[src/rtl/i2c_rd_pkg.sv]
package i2c_rd_pkg;

    localparam int BYTE_W    = 8;
    localparam int REG_AW    = 3;

    localparam logic [REG_AW-1:0] OFS_COUNT  = 3'd0;
    localparam logic [REG_AW-1:0] OFS_TARGET = 3'd1;
    localparam logic [REG_AW-1:0] OFS_DIV    = 3'd2;
    localparam logic [REG_AW-1:0] OFS_RXDATA = 3'd3;
    localparam logic [REG_AW-1:0] OFS_STATUS = 3'd4;

    typedef enum logic [3:0] {
        S_IDLE,
        S_START,
        S_ADDR,
        S_ADDR_ACK,
        S_RX,
        S_RX_ACK,
        S_STOP_LO,
        S_STOP_HI,
        S_STOP_END
    } rd_state_t;

endpackage

[src/rtl/i2c_rd_tmr.sv]
module i2c_rd_tmr #(
    parameter int W = 8
) (
    input  logic         clk,
    input  logic         rst_n,
    input  logic         load,
    input  logic [W-1:0] len,
    output logic         tick
);

    logic [W-1:0] cnt;

    always_ff @(posedge clk or negedge rst_n) begin
        if (!rst_n) begin
            cnt <= '0;
        end else if (load) begin
            cnt <= (len == '0) ? '0 : len - W'(1);
        end else if (cnt != '0) begin
            cnt <= cnt - W'(1);
        end
    end

    assign tick = (cnt == '0);

endmodule

[src/rtl/i2c_rd_fifo.sv]
module i2c_rd_fifo #(
    parameter int DW    = 8,
    parameter int DEPTH = 2
) (
    input  logic          clk,
    input  logic          rst_n,
    input  logic          push,
    input  logic [DW-1:0] din,
    input  logic          pop,
    output logic [DW-1:0] dout,
    output logic          full,
    output logic          empty
);

    localparam int PW = (DEPTH > 1) ? $clog2(DEPTH) : 1;
    localparam int CW = $clog2(DEPTH + 1);

    logic [DW-1:0] mem [DEPTH];
    logic [PW-1:0] wp, rp;
    logic [CW-1:0] cnt;
    logic          do_push, do_pop;

    assign full    = (cnt == CW'(DEPTH));
    assign empty   = (cnt == '0);
    assign do_push = push && !full;
    assign do_pop  = pop && !empty;
    assign dout    = mem[rp];

    always_ff @(posedge clk) begin
        if (do_push) begin
            mem[wp] <= din;
        end
    end

    always_ff @(posedge clk or negedge rst_n) begin
        if (!rst_n) begin
            wp  <= '0;
            rp  <= '0;
            cnt <= '0;
        end else begin
            if (do_push) begin
                wp <= (wp == PW'(DEPTH - 1)) ? '0 : wp + PW'(1);
            end
            if (do_pop) begin
                rp <= (rp == PW'(DEPTH - 1)) ? '0 : rp + PW'(1);
            end
            case ({do_push, do_pop})
                2'b10:   cnt <= cnt + CW'(1);
                2'b01:   cnt <= cnt - CW'(1);
                default: cnt <= cnt;
            endcase
        end
    end

endmodule

[src/rtl/i2c_rd_fsm.sv]
module i2c_rd_fsm
    import i2c_rd_pkg::*;
#(
    parameter int CNT_W = 3,
    parameter int DIV_W = 8
) (
    input  logic              clk,
    input  logic              rst_n,
    input  logic              go,
    input  logic              reload,
    input  logic [CNT_W-1:0]  count_val,
    input  logic [BYTE_W-1:0] target,
    input  logic [DIV_W-1:0]  len_hi,
    input  logic [DIV_W-1:0]  len_lo,
    input  logic              tick,
    input  logic              sda_in,
    input  logic              fifo_full,
    output logic              tmr_load,
    output logic [DIV_W-1:0]  tmr_len,
    output logic              scl_oe,
    output logic              sda_oe,
    output logic              push,
    output logic [BYTE_W-1:0] rx_byte,
    output logic              drop_evt,
    output logic              nack_evt,
    output rd_state_t         state,
    output logic              half_o
);

    localparam int BIT_W = $clog2(BYTE_W);

    rd_state_t          st, st_n;
    logic               half, half_n;
    logic [BIT_W-1:0]   bitn;
    logic [BYTE_W-1:0]  shreg;
    logic [CNT_W-1:0]   remain;
    logic               ack_smp;
    logic               give_ack;
    logic               full_at_ack;
    logic               end_lo, end_hi;

    assign end_lo = tick && !half;
    assign end_hi = tick && half;

    // state register
    always_ff @(posedge clk or negedge rst_n) begin
        if (!rst_n) begin
            st   <= S_IDLE;
            half <= 1'b0;
        end else begin
            st   <= st_n;
            half <= half_n;
        end
    end

    // next state and phase timer loading
    always_comb begin
        st_n     = st;
        half_n   = half;
        tmr_load = 1'b0;
        tmr_len  = len_hi;
        unique case (st)
            S_IDLE: begin
                if (go) begin
                    st_n     = S_START;
                    half_n   = 1'b0;
                    tmr_load = 1'b1;
                    tmr_len  = len_hi;
                end
            end
            S_START: begin
                if (tick) begin
                    st_n     = S_ADDR;
                    half_n   = 1'b0;
                    tmr_load = 1'b1;
                    tmr_len  = len_lo;
                end
            end
            S_ADDR, S_RX: begin
                if (end_lo) begin
                    half_n   = 1'b1;
                    tmr_load = 1'b1;
                    tmr_len  = len_hi;
                end else if (end_hi) begin
                    half_n   = 1'b0;
                    tmr_load = 1'b1;
                    tmr_len  = len_lo;
                    if (bitn == '0) begin
                        st_n = (st == S_ADDR) ? S_ADDR_ACK : S_RX_ACK;
                    end
                end
            end
            S_ADDR_ACK: begin
                if (end_lo) begin
                    half_n   = 1'b1;
                    tmr_load = 1'b1;
                    tmr_len  = len_hi;
                end else if (end_hi) begin
                    half_n   = 1'b0;
                    tmr_load = 1'b1;
                    tmr_len  = len_lo;
                    st_n     = ack_smp ? S_STOP_LO : S_RX;
                end
            end
            S_RX_ACK: begin
                if (end_lo) begin
                    half_n   = 1'b1;
                    tmr_load = 1'b1;
                    tmr_len  = len_hi;
                end else if (end_hi) begin
                    half_n   = 1'b0;
                    tmr_load = 1'b1;
                    tmr_len  = len_lo;
                    st_n     = give_ack ? S_RX : S_STOP_LO;
                end
            end
            S_STOP_LO: begin
                if (tick) begin
                    st_n     = S_STOP_HI;
                    tmr_load = 1'b1;
                    tmr_len  = len_hi;
                end
            end
            S_STOP_HI: begin
                if (tick) begin
                    st_n     = S_STOP_END;
                    tmr_load = 1'b1;
                    tmr_len  = len_hi;
                end
            end
            S_STOP_END: begin
                if (tick) begin
                    st_n = S_IDLE;
                end
            end
            default: st_n = S_IDLE;
        endcase
    end

    // bus drive and event outputs
    always_comb begin
        scl_oe   = 1'b0;
        sda_oe   = 1'b0;
        push     = 1'b0;
        drop_evt = 1'b0;
        nack_evt = 1'b0;
        unique case (st)
            S_IDLE:     ;
            S_START:    sda_oe = 1'b1;
            S_ADDR: begin
                scl_oe = !half;
                sda_oe = !shreg[BYTE_W-1];
            end
            S_ADDR_ACK: begin
                scl_oe   = !half;
                nack_evt = end_hi && ack_smp;
            end
            S_RX:       scl_oe = !half;
            S_RX_ACK: begin
                scl_oe   = !half;
                sda_oe   = give_ack;
                push     = end_hi && !full_at_ack;
                drop_evt = end_hi && full_at_ack;
            end
            S_STOP_LO: begin
                scl_oe = 1'b1;
                sda_oe = 1'b1;
            end
            S_STOP_HI:  sda_oe = 1'b1;
            S_STOP_END: ;
            default:    ;
        endcase
    end

    // shift register, bit index, acknowledge decision, byte counter
    always_ff @(posedge clk or negedge rst_n) begin
        if (!rst_n) begin
            shreg       <= '0;
            bitn        <= '0;
            ack_smp     <= 1'b0;
            give_ack    <= 1'b0;
            full_at_ack <= 1'b0;
            remain      <= '0;
        end else begin
            if (st == S_IDLE && go) begin
                shreg <= target;
                bitn  <= '1;
            end
            if (st == S_ADDR && end_hi) begin
                shreg <= {shreg[BYTE_W-2:0], 1'b0};
                bitn  <= bitn - BIT_W'(1);
            end
            if (st == S_ADDR_ACK && end_lo) begin
                ack_smp <= sda_in;
            end
            if (st == S_RX && end_lo) begin
                shreg <= {shreg[BYTE_W-2:0], sda_in};
            end
            if (st == S_RX && end_hi) begin
                bitn <= bitn - BIT_W'(1);
                if (bitn == '0) begin
                    give_ack    <= (remain != '0) && !fifo_full;
                    full_at_ack <= fifo_full;
                end
            end
            if (st == S_IDLE && go) begin
                remain <= count_val;
            end else if (reload) begin
                remain <= count_val;
            end else if (st == S_RX_ACK && end_hi && give_ack) begin
                remain <= remain - CNT_W'(1);
            end
        end
    end

    assign rx_byte = shreg;
    assign state   = st;
    assign half_o  = half;

endmodule

[src/rtl/i2c_rd_master.sv]
module i2c_rd_master
    import i2c_rd_pkg::*;
#(
    parameter int          CNT_W      = 3,
    parameter int          DIV_W      = 8,
    parameter int          FIFO_DEPTH = 2,
    parameter logic [15:0] DIV_RESET  = 16'hCFCF
) (
    input  logic        clk,
    input  logic        rst_n,
    input  logic        reg_wr,
    input  logic        reg_rd,
    input  logic [2:0]  reg_addr,
    input  logic [15:0] reg_wdata,
    output logic [15:0] reg_rdata,
    output logic        scl_oe,
    output logic        sda_oe,
    input  logic        sda_in,
    output logic        irq
);

    localparam int REG_W = 2 * DIV_W;

    logic [CNT_W-1:0]  count_q;
    logic [BYTE_W-1:0] target_q;
    logic [REG_W-1:0]  div_q;
    logic              flag_nack, flag_drop;

    logic              wr_count, wr_target, wr_div;
    logic              go, reload, pop;

    rd_state_t         st;
    logic              half;
    logic              tick, tmr_load;
    logic [DIV_W-1:0]  tmr_len;
    logic              push, drop_evt, nack_evt;
    logic [BYTE_W-1:0] rx_byte, fifo_dout;
    logic              fifo_full, fifo_empty;

    assign wr_count  = reg_wr && (reg_addr == OFS_COUNT);
    assign wr_target = reg_wr && (reg_addr == OFS_TARGET);
    assign wr_div    = reg_wr && (reg_addr == OFS_DIV);
    assign go        = wr_target && reg_wdata[0] && (st == S_IDLE);
    assign reload    = wr_target && (st != S_IDLE);
    assign pop       = reg_rd && (reg_addr == OFS_RXDATA);

    always_ff @(posedge clk or negedge rst_n) begin
        if (!rst_n) begin
            count_q   <= '0;
            target_q  <= '0;
            div_q     <= REG_W'(DIV_RESET);
            flag_nack <= 1'b0;
            flag_drop <= 1'b0;
        end else begin
            if (wr_count)  count_q  <= reg_wdata[CNT_W-1:0];
            if (wr_target) target_q <= reg_wdata[BYTE_W-1:0];
            if (wr_div)    div_q    <= reg_wdata[REG_W-1:0];
            if (go) begin
                flag_nack <= 1'b0;
                flag_drop <= 1'b0;
            end else begin
                if (nack_evt) flag_nack <= 1'b1;
                if (drop_evt) flag_drop <= 1'b1;
            end
        end
    end

    always_comb begin
        reg_rdata = '0;
        unique case (reg_addr)
            OFS_COUNT:  reg_rdata = 16'(count_q);
            OFS_TARGET: reg_rdata = 16'(target_q);
            OFS_DIV:    reg_rdata = 16'(div_q);
            OFS_RXDATA: reg_rdata = fifo_empty ? '0 : 16'(fifo_dout);
            OFS_STATUS: reg_rdata = {12'd0, !fifo_empty, flag_drop, flag_nack, (st != S_IDLE)};
            default:    reg_rdata = '0;
        endcase
    end

    i2c_rd_tmr #(.W(DIV_W)) u_tmr (
        .clk   (clk),
        .rst_n (rst_n),
        .load  (tmr_load),
        .len   (tmr_len),
        .tick  (tick)
    );

    i2c_rd_fsm #(.CNT_W(CNT_W), .DIV_W(DIV_W)) u_fsm (
        .clk       (clk),
        .rst_n     (rst_n),
        .go        (go),
        .reload    (reload),
        .count_val (count_q),
        .target    (wr_target ? reg_wdata[BYTE_W-1:0] : target_q),
        .len_hi    (div_q[REG_W-1:DIV_W]),
        .len_lo    (div_q[DIV_W-1:0]),
        .tick      (tick),
        .sda_in    (sda_in),
        .fifo_full (fifo_full),
        .tmr_load  (tmr_load),
        .tmr_len   (tmr_len),
        .scl_oe    (scl_oe),
        .sda_oe    (sda_oe),
        .push      (push),
        .rx_byte   (rx_byte),
        .drop_evt  (drop_evt),
        .nack_evt  (nack_evt),
        .state     (st),
        .half_o    (half)
    );

    i2c_rd_fifo #(.DW(BYTE_W), .DEPTH(FIFO_DEPTH)) u_fifo (
        .clk   (clk),
        .rst_n (rst_n),
        .push  (push),
        .din   (rx_byte),
        .pop   (pop),
        .dout  (fifo_dout),
        .full  (fifo_full),
        .empty (fifo_empty)
    );

    assign irq = !fifo_empty;

endmodule

[config.mk]
export PLATFORM = sky130hd
export DESIGN_NAME = i2c_rd_master
export DESIGN_NICKNAME = d
export VERILOG_FILES = /design/src/rtl/i2c_rd_pkg.sv /design/src/rtl/i2c_rd_tmr.sv /design/src/rtl/i2c_rd_fifo.sv /design/src/rtl/i2c_rd_fsm.sv /design/src/rtl/i2c_rd_master.sv
export SDC_FILE = /design/constraint.sdc
export NUM_CORES = 1
export LEC_CHECK = 0
export BUFFER_PORTS_ARGS = -buffer_cell sky130_fd_sc_hd__buf_2
export CORE_ASPECT_RATIO = 1.1
export CORE_UTILIZATION = 64
export DETAILED_ROUTE_END_ITERATION = 8
export PLACE_DENSITY_LB_ADDON = 0.08
export SLEW_MARGIN = 0
export SYNTH_ARGS = -nofsm -noshare
export SYNTH_HDL_FRONTEND = slang
export SYNTH_SLANG_ARGS = --single-unit
export TNS_END_PERCENT = 10
[constraint.sdc]
create_clock -name clk -period 7.3 [get_ports clk]
set_clock_uncertainty 0.2 [all_clocks]
set_input_delay 0.365 -clock clk [delete_from_list [all_inputs] [get_ports clk]]
set_output_delay 0.365 -clock clk [all_outputs]
set_load 0.05 [all_outputs]
-- Yosys cells after proc, flatten, opt, wreduce, memory -nomap -nowiden
Memories as Yosys holds them, arrays and structs flattened.
Index checks and enable logic that the tools add are counted.
- memories: 1
- register bits: 63
- memory bits (writable): 16
- word-level logic and storage cells: 163
- input bits: 24
- memory list (name ; words ; bits a word ; read ports ; clocked after Yosys merged registers in ; write ports ; line ; text):
    u_fifo.mem ; 2 ; 8 ; 1 ; 0 ; 1 ; i2c_rd_fifo.sv:18 ; logic [DW-1:0] mem [DEPTH];
- muxes and demuxes: 59
- $add $sub $neg: 8
- reductions and logical operators: 50
- equal/unequal tests: 28
- operator list (cell ; count):
    two-way mux 8 bit ; 11
    one-hot mux 16 bit (5 select lines) ; 1
    two-way mux 4 bit ; 12
    one-hot mux 4 bit (8 select lines) ; 1
    logical AND 1 bit ; 22
    two-way mux 3 bit ; 7
    two-way mux 1 bit ; 19
    inequality test 2 x 1 -> 1 bit, second input constant ; 9
    equality test 4 x 3 -> 1 bit, second input constant ; 4
    zero test 8 bit ; 2
    one-hot mux 8 bit (2 select lines) ; 1
    subtractor 8 x 1 -> 8 bit, second input constant ; 2
    nonzero test 3 bit ; 5
    AND reduction 12 bit ; 1
    one-hot mux 1 bit (3 select lines) ; 3
    equality test 4 x 2 -> 1 bit, second input constant ; 2
    nonzero test 2 bit ; 4
    nonzero test 8 bit ; 1
    equality test 3 x 2 -> 1 bit, second input constant ; 2
    zero test 3 bit ; 2
    inequality test 2 bit, second input constant ; 3
    subtractor 3 x 1 -> 3 bit, second input constant ; 2
    zero test 1 bit ; 5
    equality test 2 bit, second input constant ; 2
    other kinds (20) ; 22

-- Depth between registers and ports, before layout
Gate-level depths: netlist of the first run.
- depth in word-level cells: 8
- mapped depth: 12
- gate-level depth less buffers: 12

-- Cells and area by module
From an unflattened synthesis of the first run, not the netlist that was laid out.
- cells, all modules: 384
- area, all modules: 4428.0 sq um
- by module, submodules not included (module ; cells each ; sequential area each (sq um) ; area an instance (sq um) ; times used):
    i2c_rd_fsm ; 158 ; 550.5 ; 1571.5 ; 1
    i2c_rd_master ; 117 ; 740.7 ; 1452.6 ; 1
    i2c_rd_fifo ; 43 ; 580.6 ; 772.0 ; 1
    i2c_rd_tmr ; 66 ; 200.2 ; 631.9 ; 1

-- Worst setup path before layout of the first run
OpenSTA, ideal clock, no wires.
- kind: reg-to-reg
- start point: reg u_tmr.cnt[0]
- end point: reg u_tmr.cnt[2]
- path buffers: 0
- required time: 6.972 ns
- path slack: 4.403 ns
- stages on the path, launching flop included: 13
- clock period less this slack: 2.897 ns
- data arrival time: 2.569 ns
- cell sequence: dfrtp_1 inv_1 ha_1 or3b_2 nor3_4 nand2_1 mux2i_1 ha_1 nand2_1 nor3_1 o22ai_1 nand2_1 o22ai_1
- cells in the longest elaborated chain, start to end: 8
- ends and longest elaborated chain (what ; line ; text):
    from (decl) ; i2c_rd_tmr.sv:11 ; logic [W-1:0] cnt;
    from (signal assigned) ; i2c_rd_tmr.sv:17 ; cnt <= (len == '0) ? '0 : len - W'(1);
    from (signal assigned) ; i2c_rd_tmr.sv:19 ; cnt <= cnt - W'(1);
    zero test 8 bit ; i2c_rd_tmr.sv:23 ; assign tick = (cnt == '0);
    logical AND 1 bit ; i2c_rd_fsm.sv:43 ; assign end_hi = tick && half;
    two-way mux 8 bit ; i2c_rd_fsm.sv:84, i2c_rd_fsm.sv:98, i2c_rd_fsm.sv:110 ;
    two-way mux 8 bit ; i2c_rd_fsm.sv:80 ; if (end_lo) begin
    one-hot mux 8 bit (2 select lines) ; i2c_rd_fsm.sv:62 ; unique case (st)
    subtractor 8 x 1 -> 8 bit or zero test 8 bit (tied branches) ; i2c_rd_tmr.sv:17 ;
    two-way mux 8 bit ; i2c_rd_tmr.sv:17 ;
    two-way mux 8 bit ; i2c_rd_tmr.sv:16 ; end else if (load) begin
Parallel ways exist; a longest one is shown, timed or not. The select of a mux whose other input is x is not followed.
A chain may end at the register's enable or synchronous reset.

-- Final worst setup path of the first run
- start point: reg u_tmr.cnt[0]
- end point: reg u_tmr.cnt[3]
The elaborated chain is that of the path after synthesis.

==> results.cfg, run 1 <==
[critical_path]
cp.arrival_ns = 3.61
r2r_cells = 12
critPathMaxStageDelay_ns = 0.52
cp.required_ns = 7.34
worstSetupPathType = reg -> reg
crit_path_end_kind = flip-flop
r2r_start = u_tmr.cnt[0]
timing.rr.end = u_tmr.cnt[3]
path_cells = inv_1 -> ha_1 -> or3b_2 -> nor3_4 -> nand2_1 -> mux2i_1 -> ha_1 -> nand2_1 -> nor3_1 -> o22ai_1 -> nand2_1 -> o22ai_1
cpMostUsedCell = nand2_1
start_kind = flip-flop
r2r_setup_slack_ns = 3.73
crit_path_top_delay_cell = or3b_2
crit_fanout = 13

[pwr]
seq_power_share = 0.457
ir_worst_vdd_mv = 0.214
powerDensity_nw_per_um2 = 326
p_comb_frac = 0.306
internal_power_uw = 977
power_leakage_uw = 0.00208
power_frac_clock = 0.238
power_switching_share = 0.376
switchingPower_uw = 588

[synthesis]
synth.area.top_cells = dfrtp_1 30%, edfxtp_1 11%, mux2_2 8.9%
yosys.area.top_type_share = 0.296
netlist_area_sq_um = 4320
synth_area_per_cell_sq_um = 10.6
synth_edf_count = 16
synth_top_cell_by_area = dfrtp_1
yosys_warnings = 0
synth_flop_cell = dfrtp_1
mappedNetlistNets = 440
synth-seq-cells = 79
ys_seq_area_frac = 0.480
synthCells = 408
async_flop_share = 0.797
yosysUniqueCellTypes = 55

[sta]
post-route-period-util = 0.489
hold_viol = 0
max_freq_ghz = 0.280
finalSetupViolCount = 0
final.setup.tns_ns = 0
drv_slew = 0
rsz0062_at_grt = no
period_needed_ns = 3.57
slew_headroom = 0.304
tightest_slew_ns = 1.03

[cts]
cts_setup_buffers = 0
root_buffer = clkbuf_8
cts.sinks = 79
clockBufferDepth = 2
clk_pin_slew_ns = 0.09
ctsResizeCount = 0
cts_tree = built
insertion_delay_ns = 0.36
cts_hold_buf = 1
ctsHtreeMaxLevel = 3
numCtsBuffers = 9

[floorplanning]
core_sq_um = 6560
rows = 31
die_y_um = 88.1
die_x_um = 80.3
die_area_sq_um = 7080
io_pins = 43
start_util = 0.659

[route]
antenna_left = 0
post_drt_wl_per_cell_um = 17.8
drc = 0
num_vias = 3283
first_pass_iters = 4
drt_iter0_drc = 268
routed_wl_um = 9490
vias_per_cell = 6.16

[place]
routabilityCongestion = 0.877
dpl.hpwl_um = 6830
port_buffers = 42
dp_cells = 516

[global_route]
grt_pass1_vias = 3191
grt_overflow = 0
grt_max_degree = 64
antenna_found_initial = 0
grt_first_pass_wirelength_um = 15700
groute.usage.overall = 0.301

[cells_and_area]
nets = 478
num_antenna_cells = 0
layout.cells.non_filler = 533
syn_to_final_growth_pct = 11.3
final_util = 0.733
drive_gt1_frac = 0.259

[worst_hold_path]
whs_endpoint = div_q[9]
hold_class = in -> reg
hold_start = reg_wdata[9]
holdPathStages = 2

[run]
drv_cap = 0

[outcome]
status = finished clean
## area by class of cell
cell class,count,area (sq um)
multi-input combinational,296,2110
sequential,79,2070
fill,488,1750
timing repair buffer,45,235
clock buffer,9,124
clock inverter,7,103
tap,82,103
inverter,15,56.3
## worst max-delay path by stage
stage / from / endpoint
after floorplan: u_tmr.cnt[0] / u_tmr.cnt[2]
after global placement: u_tmr.cnt[0] / u_tmr.cnt[2]
after detailed placement: u_tmr.cnt[0] / u_tmr.cnt[3]
final: u_tmr.cnt[0] / u_tmr.cnt[3]
after CTS: u_tmr.cnt[0] / u_tmr.cnt[3]
after global routing: u_tmr.cnt[0] / u_tmr.cnt[3]
## critical path: cells and delay by family (launching register included)
kind | cells | cell delay, ns
simple gates | 6 | 1.69
fa+ha+maj | 2 | 0.45
flops | 1 | 0.41
mux | 1 | 0.37
compound gates | 2 | 0.26
buf+inv | 1 | 0.07
## flip-flops by register name, indices dropped and copies added (netlist names)
| register | flops |
|---|---|
| count_q | 3 |
| div_q | 16 |
| flag_drop | 1 |
| flag_nack | 1 |
| target_q | 8 |
| u_fifo.cnt | 2 |
| u_fifo.mem | 16 |
| u_fifo.rp | 1 |
| u_fifo.wp | 1 |
| u_fsm.ack_smp | 1 |
| u_fsm.bitn | 3 |
| u_fsm.full_at_ack | 1 |
| u_fsm.give_ack | 1 |
| u_fsm.half_o | 1 |
| u_fsm.remain | 3 |
| u_fsm.rx_byte | 8 |
| u_fsm.state | 4 |
| u_tmr.cnt | 8 |
## power groups by stage
stage	Clock (uW)	Sequential [uW]	Combinational (uW)
CTS	374	713	480
global placement	0	715	460
global route	394	732	534
finish	372	715	478
detailed placement	0	720	473
floorplan	0	649	419
## cell usage in the layout, fill, tap and decap left out, drive strengths merged, types with 7 or more instances in the layout
master	n
and2	14
edfxtp	16
nor2	29
o22ai	11
mux2	34
clkbuf	9
nand2	25
inv	17
nand3	11
nor3	16
ha	8
a22oi	7
o21ai	14
xor2	7
mux2i	17
dfrtp	51
buf	44
a21oi	19
nand2b	8
xnor2	11
dfstp	12
## cells in the mapped netlist, types with 3 or more instances
master and number:
a21oi_1 18, a221o_1 5, a22oi_1 7, a31oi_1 3, and2_1 14, and3_1 4
buf_2 7, clkbuf_1 9, dfrtp_1 51, dfstp_2 12, edfxtp_1 16, ha_1 8
inv_1 15, mux2_2 34, mux2i_1 17, nand2_1 25, nand2b_1 8, nand3_1 11
nand3b_1 3, nor2_1 29, nor2b_1 5, nor3_1 14, nor4_1 5, o21a_1 5
o21ai_0 12, o22ai_1 11, or3_1 4, xnor2_1 11, xor2_1 7
## layer usage
metal  wire (um)  vias to the layer above  global-route usage
met4         228                        0               0.135
met2        4790                       73               0.510
met5           0                        -                   0
li1            -                     1565                   -
met1        4060                     1626               0.386
met3         417                       19              0.0427
## metrics by stage
stage	setup WS (ns)	total power, uW	hold slack (ns)	area, sq um
floorplan	4.40	1070	-0.131	4320
global placement	3.94	1180	0.260	4570
detailed placement	3.81	1190	0.268	4570
CTS	3.77	1570	0.0240	4800
global route	3.42	1660	0.0361	4800
finish	3.73	1570	0.0329	4800
## kinds of logic (layout without fill, tap and decap cells)
logic type	count (synthesis)	in the layout	share of synthesized area
mux	51	51	0.128
compound gates	81	81	0.127
buf+inv	33	76	0.0325
simple gates	138	138	0.173
flops	79	79	0.480
xor+xnor	18	18	0.0365
fa+ha+maj	8	8	0.0232
No activity file was read; power rests on OpenSTA's default activity.
==> inputs of run 2 (changes only) <==
- CORE_UTILIZATION: 64 -> 53
- clock period: 7.3 -> 2.9 ns (I/O delays scaled with it)
==> run 2 against run 1 <==
  * Maximum frequency increased by 27%
  * Setup slack got worse by 3.6 ns
  * Power increased to 2.6 times the previous value
  * Sequential cell count unchanged
  * Cell count increased by 14%
  * Worst hold slack improved by 0.0088 ns
  * Count of clock-buffer cells in the layout increased by 1
  * Routed wire length increased by 7.8%
  * Largest cell class unchanged
  * Largest power group unchanged
==> results.cfg, run 2 (synthesis gave the netlist of run 1 again) <==
[route]
routed_wl_um = 10200
drt_iter0_drc = 153
post_drt_wl_per_cell_um = 16.9
first_pass_iters = 4
antenna_left = 0
num_vias = 3387
vias_per_cell = 5.59
drc = 0

[critical_path]
path_cells = inv_2 -> ha_4 -> or3b_4 -> nor3_4 -> nand2_2 -> mux2i_2 -> ha_2 -> nand2_2 -> nor3_4 -> o22ai_2 -> nand2_2 -> o22ai_1
cp.arrival_ns = 2.81
crit_path_end_kind = flip-flop
cpMostUsedCell = nand2_2
worstSetupPathType = reg -> reg
crit_start = u_tmr.cnt[0]
critPathMaxStageDelay_ns = 0.42
crit_path_top_delay_cell = dfrtp_1
r2r_setup_slack_ns = 0.1
start_kind = flip-flop
cp.required_ns = 2.91
crit_fanout = 5
r2r_start = u_tmr.cnt[0]

[pwr]
power_leakage_uw = 0.00230
powerDensity_nw_per_um2 = 777
ir_worst_vdd_mv = 0.479
power.total_uw = 4110

[cts]
ctsHtreeMaxLevel = 3
cts.sinks = 79
clockBufferDepth = 2
cts_tree = built
numCtsBuffers = 9
insertion_delay_ns = 0.34
root_buffer = clkbuf_8
clk_pin_slew_ns = 0.09

[floorplanning]
rows = 34
core_sq_um = 7910
die_x_um = 88.1
io_pins = 43
start_util = 0.546
die_y_um = 96.7
die_area_sq_um = 8510

[sta]
rsz0062_at_grt = yes
max_freq_ghz = 0.357
tightest_slew_ns = 0.743
finalSetupViolCount = 0
drv_slew = 0
hold_viol = 0
setup_ws_ns = 0.0981
period_needed_ns = 2.80
post-route-period-util = 0.966
slew_headroom = 0.498

[place]
routabilityCongestion = 0.836
place_area_sq_um = 4780
detailedPlace.worstSlack_ns = -0.0608
dpl.hpwl_um = 7480
port_buffers = 42

[global_route]
grt_first_pass_wirelength_um = 16600
groute.usage.overall = 0.255
antenna_found_initial = 0
grt_pass1_vias = 3353
grt_overflow = 0
grt_max_degree = 24

[cells_and_area]
syn_to_final_growth_pct = 22.6
reg_top3 = div_q (16), u_fifo.mem (16)
multi_input_area_sq_um = 2180
num_antenna_cells = 0
drive_gt1_frac = 0.317
n_fill_cell = 634
final_cell_mix = 51 x dfrtp_1, 42 x buf_2, 34 x mux2_2
final_area_sq_um = 5290
layout_commonest_cell = dfrtp_1
nets = 525
seqCellArea_sq_um = 2070

[worst_hold_path]
hold_start = reg_addr[2]
hold_class = in -> reg

[run]
drv_cap = 0

[outcome]
status = finished clean
[run 2: final timing paths]
| path | endpoint | cells past startpoint |
|---|---|---|
| max reg2reg | u_tmr.cnt[1] | 12 |
| max | u_tmr.cnt[1] | 12 |
| max in group asynchronous | div_q[3] | 3 |
| min reg2reg | u_fsm.bitn[0] | 1 |
| min in group asynchronous | u_fsm.bitn[0] | 2 |
| min | target_q[0] | 3 |
[run 2: cell type report]
class,count,area share
sequential,79,0.391
multi-input combinational,296,0.411
inverter,15,0.0106
tap,108,0.0255
clock buffer,10,0.0241
timing repair buffer,92,0.120
clock inverter,6,0.0175
[run 2: power breakdown]
| group | total (uW) | internal [uW] | leakage (uW) | switching (uW) |
|---|---|---|---|---|
| logic | 1470 | 642 | 0.00131 | 825 |
| clock network | 915 | 492 | 0.000104 | 424 |
| registers | 1730 | 1450 | 0.000889 | 283 |
[run 2: per-layer routing]
metal | wire length (um) | GRT usage
met1 | 4600 | 0.348
met4 | 91 | 0.0794
met2 | 5160 | 0.408
met5 | 0 | 0
met3 | 381 | 0.0520
[run 2: critical path, delay by kind of cell (launching register included)]
kind,cells,cell delay (ns)
AO/OA/AOI/OAI,2,0.23
adder cells (fa/ha/maj),2,0.36
buffers and inverters,1,0.08
flip-flops,1,0.42
multiplexers,1,0.24
AND/OR/NAND/NOR,6,1.15
[run 2: repair_timing]
action                                  in CTS  in global routing
cloned                                       0                  0
hold buffers                                19                  0
gates resized for setup                      2                 16
hold endpoints to repair                    82                  0
pin swaps                                    0                  6
endpoints found under the setup margin       6                  8
setup buffers                                0                  5
[run 2: stage by stage]
step | hold slack [ns] | cells | setup TNS (ns) | util
finish | 0.0417 | 606 | 0 | 0.669
global route | 0.0187 | 606 | -0.344 | 0.669
CTS | 0.0139 | 601 | 0 | 0.657
detailed placement | -0.0935 | 566 | -0.202 | 0.604
global placement | -0.0950 | 566 | 0 | 0.604
floorplan | -0.351 | 408 | 0 | -
